$ cat config.mk
export PLATFORM = sky130hd
export DESIGN_NAME = fir2_filter
export DESIGN_NICKNAME = d
export VERILOG_FILES = /design/src/rtl/fir2_pkg.sv /design/src/rtl/fir2_tree_mul.sv /design/src/rtl/fir2_coef_bank.sv /design/src/rtl/fir2_direct_core.sv /design/src/rtl/fir2_transposed_core.sv /design/src/rtl/fir2_filter.sv
export SDC_FILE = /design/constraint.sdc
export NUM_CORES = 1
export LEC_CHECK = 0
export BUFFER_PORTS_ARGS = -buffer_cell sky130_fd_sc_hd__buf_2
export CAP_MARGIN = 20
export CORE_ASPECT_RATIO = 1.75
export CORE_UTILIZATION = 45
export DETAILED_ROUTE_END_ITERATION = 12
export GPL_TIMING_DRIVEN = 0
export PLACE_DENSITY = 0.65
export SETUP_SLACK_MARGIN = 0.2
export SYNTH_ARGS = -nofsm -noshare
export SYNTH_HDL_FRONTEND = slang
export SYNTH_SLANG_ARGS = --single-unit
$ cat constraint.sdc
create_clock -name clk -period 4.9 [get_ports clk]
set_input_delay 0.98 -clock clk [delete_from_list [all_inputs] [get_ports clk]]
set_output_delay 0.98 -clock clk [all_outputs]
set_load 0.01 [all_outputs]
$ cat src/rtl/fir2_pkg.sv
`timescale 1ns/1ps
package fir2_pkg;
   localparam int NTAPS = 2;

   typedef enum logic {
      FORM_DIRECT     = 1'b0,
      FORM_TRANSPOSED = 1'b1
   } fir2_form_e;

   function automatic int acc_width(input int prod_w, input int taps);
      return prod_w + $clog2(taps);
   endfunction

   function automatic int sel_width(input int taps);
      return (taps > 1) ? $clog2(taps) : 1;
   endfunction
endpackage

$ cat src/rtl/fir2_tree_mul.sv
`timescale 1ns/1ps
module fir2_tree_mul #(
   parameter int AW = 4,
   parameter int BW = 4
) (
   input  logic [AW-1:0]    op_a,
   input  logic [BW-1:0]    op_b,
   output logic [AW+BW-1:0] prod
);
   localparam int PW = AW + BW;

   logic [PW-1:0] pp_row [BW];
   logic [PW-1:0] sum_row [BW];
   logic [PW-1:0] car_row [BW];

   // Partial products: operand A gated by each bit of B, shifted by its weight.
   for (genvar i = 0; i < BW; i++) begin : g_pp
      assign pp_row[i] = PW'({AW{op_b[i]}} & op_a) << i;
   end

   // Carry-save compression: each stage folds one more row with no carry ripple.
   assign sum_row[0] = pp_row[0];
   assign car_row[0] = '0;
   for (genvar i = 1; i < BW; i++) begin : g_csa
      assign sum_row[i] = sum_row[i-1] ^ car_row[i-1] ^ pp_row[i];
      assign car_row[i] = ((sum_row[i-1] & car_row[i-1]) |
                           (sum_row[i-1] & pp_row[i])    |
                           (car_row[i-1] & pp_row[i])) << 1;
   end

   // Single carry-propagate add resolves the redundant pair.
   assign prod = sum_row[BW-1] + car_row[BW-1];
endmodule

$ cat src/rtl/fir2_coef_bank.sv
`timescale 1ns/1ps
module fir2_coef_bank #(
   parameter int CW   = 4,
   parameter int N    = 2,
   parameter int SELW = 1
) (
   input  logic                  clk,
   input  logic                  rst,
   input  logic                  wr_en,
   input  logic [SELW-1:0]       wr_idx,
   input  logic [CW-1:0]         wr_val,
   output logic [N-1:0][CW-1:0]  coefs
);
   always_ff @(posedge clk) begin
      if (rst) begin
         coefs <= '0;
      end else if (wr_en) begin
         for (int k = 0; k < N; k++) begin
            if (wr_idx == SELW'(k)) coefs[k] <= wr_val;
         end
      end
   end
endmodule

$ cat src/rtl/fir2_direct_core.sv
`timescale 1ns/1ps
module fir2_direct_core #(
   parameter int SW = 4,
   parameter int CW = 4,
   parameter int N  = 2,
   parameter int YW = 9
) (
   input  logic                 clk,
   input  logic                 rst,
   input  logic                 in_valid,
   input  logic [SW-1:0]        in_sample,
   input  logic [N-1:0][CW-1:0] coefs,
   output logic                 out_valid,
   output logic [YW-1:0]        out_y
);
   localparam int PW = SW + CW;

   logic [SW-1:0] hist_q [N-1];
   logic [SW-1:0] tap_x  [N];
   logic [PW-1:0] tap_p  [N];
   logic [YW-1:0] acc;

   for (genvar k = 0; k < N; k++) begin : g_tap
      if (k == 0) begin : g_head
         assign tap_x[k] = in_sample;
      end else begin : g_line
         assign tap_x[k] = hist_q[k-1];
      end
      fir2_tree_mul #(.AW(SW), .BW(CW)) mul_i (
         .op_a (tap_x[k]),
         .op_b (coefs[k]),
         .prod (tap_p[k])
      );
   end

   always_comb begin
      acc = '0;
      for (int k = 0; k < N; k++) acc = acc + YW'(tap_p[k]);
   end

   always_ff @(posedge clk) begin
      if (rst) begin
         for (int k = 0; k < N-1; k++) hist_q[k] <= '0;
         out_valid <= 1'b0;
         out_y     <= '0;
      end else begin
         out_valid <= in_valid;
         if (in_valid) begin
            hist_q[0] <= in_sample;
            for (int k = 1; k < N-1; k++) hist_q[k] <= hist_q[k-1];
            out_y <= acc;
         end
      end
   end
endmodule

$ cat src/rtl/fir2_transposed_core.sv
`timescale 1ns/1ps
module fir2_transposed_core #(
   parameter int SW = 4,
   parameter int CW = 4,
   parameter int N  = 2,
   parameter int YW = 9
) (
   input  logic                 clk,
   input  logic                 rst,
   input  logic                 in_valid,
   input  logic [SW-1:0]        in_sample,
   input  logic [N-1:0][CW-1:0] coefs,
   output logic                 out_valid,
   output logic [YW-1:0]        out_y
);
   localparam int PW = SW + CW;

   logic [PW-1:0] tap_p  [N];
   logic [YW-1:0] part_q [N-1];
   logic [YW-1:0] part_in [N-1];

   for (genvar k = 0; k < N; k++) begin : g_tap
      fir2_tree_mul #(.AW(SW), .BW(CW)) mul_i (
         .op_a (in_sample),
         .op_b (coefs[k]),
         .prod (tap_p[k])
      );
   end

   // Next value of each partial-sum register: own product plus the one above.
   for (genvar j = 0; j < N-1; j++) begin : g_part
      if (j == N-2) begin : g_top
         assign part_in[j] = YW'(tap_p[j+1]);
      end else begin : g_mid
         assign part_in[j] = YW'(tap_p[j+1]) + part_q[j+1];
      end
   end

   always_ff @(posedge clk) begin
      if (rst) begin
         for (int j = 0; j < N-1; j++) part_q[j] <= '0;
         out_valid <= 1'b0;
         out_y     <= '0;
      end else begin
         out_valid <= in_valid;
         if (in_valid) begin
            for (int j = 0; j < N-1; j++) part_q[j] <= part_in[j];
            out_y <= YW'(tap_p[0]) + part_q[0];
         end
      end
   end
endmodule

$ cat src/rtl/fir2_filter.sv
`timescale 1ns/1ps
module fir2_filter #(
   parameter int                   SW   = 4,
   parameter int                   CW   = 4,
   parameter fir2_pkg::fir2_form_e FORM = fir2_pkg::FORM_DIRECT,
   localparam int N    = fir2_pkg::NTAPS,
   localparam int SELW = fir2_pkg::sel_width(fir2_pkg::NTAPS),
   localparam int YW   = fir2_pkg::acc_width(SW + CW, fir2_pkg::NTAPS)
) (
   input  logic            clk,
   input  logic            rst,
   input  logic            coef_we,
   input  logic [SELW-1:0] coef_sel,
   input  logic [CW-1:0]   coef_wdata,
   input  logic            in_valid,
   input  logic [SW-1:0]   in_sample,
   output logic            out_valid,
   output logic [YW-1:0]   out_y
);
   if (SW < 1 || CW < 1) begin : g_bad_width
      $error("fir2_filter: sample and coefficient widths must be positive");
   end
   if (N < 2) begin : g_bad_taps
      $error("fir2_filter: at least two taps required");
   end

   logic [N-1:0][CW-1:0] coefs;

   fir2_coef_bank #(.CW(CW), .N(N), .SELW(SELW)) bank_i (
      .clk    (clk),
      .rst    (rst),
      .wr_en  (coef_we),
      .wr_idx (coef_sel),
      .wr_val (coef_wdata),
      .coefs  (coefs)
   );

   if (FORM == fir2_pkg::FORM_TRANSPOSED) begin : g_transposed
      fir2_transposed_core #(.SW(SW), .CW(CW), .N(N), .YW(YW)) core_i (
         .clk       (clk),
         .rst       (rst),
         .in_valid  (in_valid),
         .in_sample (in_sample),
         .coefs     (coefs),
         .out_valid (out_valid),
         .out_y     (out_y)
      );
   end else begin : g_direct
      fir2_direct_core #(.SW(SW), .CW(CW), .N(N), .YW(YW)) core_i (
         .clk       (clk),
         .rst       (rst),
         .in_valid  (in_valid),
         .in_sample (in_sample),
         .coefs     (coefs),
         .out_valid (out_valid),
         .out_y     (out_y)
      );
   end
endmodule

==> out/metrics.yaml <==
worstPathRequired_ns: 5.07
crit_chain: "buf_2 -> and2_1 -> ha_1 -> inv_1 -> fa_1 -> inv_1 -> fa_1 -> ha_1 -> fa_1 -> xor2_1 -> ha_1 -> nand2_1 -> o21ai_0 -> a41oi_1 -> mux2_2"
drtPass1Iterations: 4
crit_path_end_kind: "flip-flop"
crit_family: "adder cells"
placed_cells: 273
design_area_um2: 2100
layout-drive-gt1-share_pct: 13.5
yosys_register_bits: 22
clock_sinks: 22
final_common_cell: "and2_1"
seq_area_frac_synth_pct: 25.6
hp-class: "reg2reg"
antenna_found_initial: 0
cpPeakStageDelay_ns: 0.43
routed_wl_um: 3530
cts-root-buf: "clkbuf_8"
dieArea_um2: 4450
core_um2: 3940
status: "completed"
pin_count: 23
period_share_pct: 86.6
cellLeakagePower_nw: 1.07
finalSetupViolCount: 0
clkTransAtPathRegs_ns: 0.09
synth_nets: 253
powerDensity_nw_per_um2: 208
r2r_start: "g_direct.core_i.hist_q[0][2]"
grt_pass1_wl_um: 6230
yosys.cell_types.count: 33
synth.area.top_cells: "dfxtp_1 19%, fa_1 16%, ha_1 13%"
internal_power_mw: 0.320
cp_max_fo: 7
grt_usage_pct: 18.8
avgViaCountPerCell: 5.14
holdBufCountCts: 0
worst_pin_slew_ns: 0.398
rsz0062_at_grt: "no"
cts_buffers: 3
finalCriticalPeriod_ns: 4.24
synth-edff-count: 4
hold_path_depth: 2
swShare_pct: 27.0
syn_inst: 205
rows: 30
ff2ff_setup_slack_ns: 1.04
arrival_ns: 4.41
grt_pass1_vias: 1414
slew_headroom_pct: 73.5
cp.depth: 15
die_w_um: 50.8
avgSynthCellArea_um2: 9.16
critPathLaunch: "in_sample[2]"
setup_tns_ns: 0
drc: 0
grt-ovfl-total: 0
cts-resized-gates: 0
syn_area_um2: 1880
placed_area_um2: 2040
grt_max_degree: 14
fin_worst_skew_ns: 0.00214
synth_top_area_cell: "dfxtp_1"
nets: 278
io_buffers: 20
cts_setup_buffers: 0
p_sw_mw: 0.119
drt_iter0_markers: 8
critical_path.n_buffers_inverters: 3
wl_per_cell_um: 12.8
hold_viol: 0
final_cells: 277
synth_top_cell_area_share_pct: 19.2
pwr-share-comb_pct: 18.3
final_util_pct: 53.4
clock_latency_ns: 0.27
cts_tree: "built"
critical_path_class: "in2reg"
drv_slew: 0
synth_ff_type: "dfxtp_1"
dp_hpwl_um: 3030
vias: 1425
start_util_pct: 47.7
ir_drop_mv: 0.167
reg2regPathDepth: 15
final_cell_mix: "27 x and2_1, 25 x inv_1, 22 x buf_2"
ant_nets: 0
cp-start-kind: "input port"
gp_congestion: 0.801
pwr-share-clk_pct: 35.4
insertedDiodeCount: 0
htreeDepth: 1
cap_violations: 0
seqPwrFrac_pct: 46.3
crit_path_top_delay_cell: "fa_1"
die_h_um: 87.5
yosysWarnings: 0
max_freq_mhz: 236
synth_async_sr_flop_share_pct: 0
worstHoldStart: "g_direct.core_i.out_y[1]"
area_growth_pct: 12.1
cts_buffer_depth: 2
-- sequential cells by signal, indices dropped and copies added, names as in the netlist --
signal / cells
g_direct.core_i.out_y: 9
bank_i.coefs: 8
g_direct.core_i.hist_q: 4
g_direct.core_i.out_valid: 1
-- cell families after synthesis --
family,count (synthesis),share of synthesized area [%]
AOI/OAI and AO/OA,34,11.4
xor gates and xnor gates,6,2.80
adders and majority gates,35,29.3
buffers and inverters,30,6.53
DFF,22,25.6
muxes,8,4.40
and+or+nand+nor,70,20.0
-- per-stage QoR --
stage	hold slack [ns]	setup WS (ns)	total power, mW
floorplan	0.457	0.751	0.263
global placement	0.462	0.416	0.287
detailed placement	0.472	0.334	0.289
CTS	0.485	0.623	0.443
global route	0.513	0.452	0.462
finish	0.481	0.655	0.439
-- Yosys cell counts, drive strengths merged, types with 5 or more instances --
master,n
dfxtp,18
inv,25
xnor2,5
and2,27
a21oi,12
nand3,5
o21ai,5
mux2i,6
fa,15
nand2,16
nor2,13
ha,20
a21o,5
-- routing by layer --
metal / global-route usage [%] / up-vias / wire (um)
met1: 19.5 / 676 / 1370
met2: 37.5 / 19 / 2060
li1: - / 726 / -
met3: 1.57 / 4 / 51
met4: 7.07 / 0 / 51
met5: 0 / - / 0
-- worst paths after layout --
| path | endpoint |
|---|---|
| max reg2reg | g_direct.core_i.out_y[7] |
| min | g_direct.core_i.out_y[1] |
| max | g_direct.core_i.out_y[7] |
| min reg2reg | g_direct.core_i.out_y[1] |
-- tightest hold or removal path, stage by stage (launching register included) --
cell      delay [ns]
dfxtp_1         0.32
nor2_1          0.08
a211oi_1        0.05
-- final cells by class --
type                            count  area [um2]
Clock buffer                        4        66.3
Buffer                              5        28.8
Inverter                           25        93.8
Sequential cell                    22         480
Fill cell                         404        1840
Multi-Input combinational cell    153        1270
Timing Repair Buffer               20         100
Tap cell                           48        60.1
-- power by group through the flow --
stage	Clock [mW]	Combinational, mW	Sequential, mW
2_1_floorplan	0	0.0551	0.208
3_3_place_gp	0	0.0792	0.208
3_5_place_dp	0	0.0812	0.208
4_1_cts	0.158	0.0816	0.204
5_1_grt	0.165	0.0916	0.205
6_report	0.155	0.0803	0.203
(Power assumes the default switching activity.)
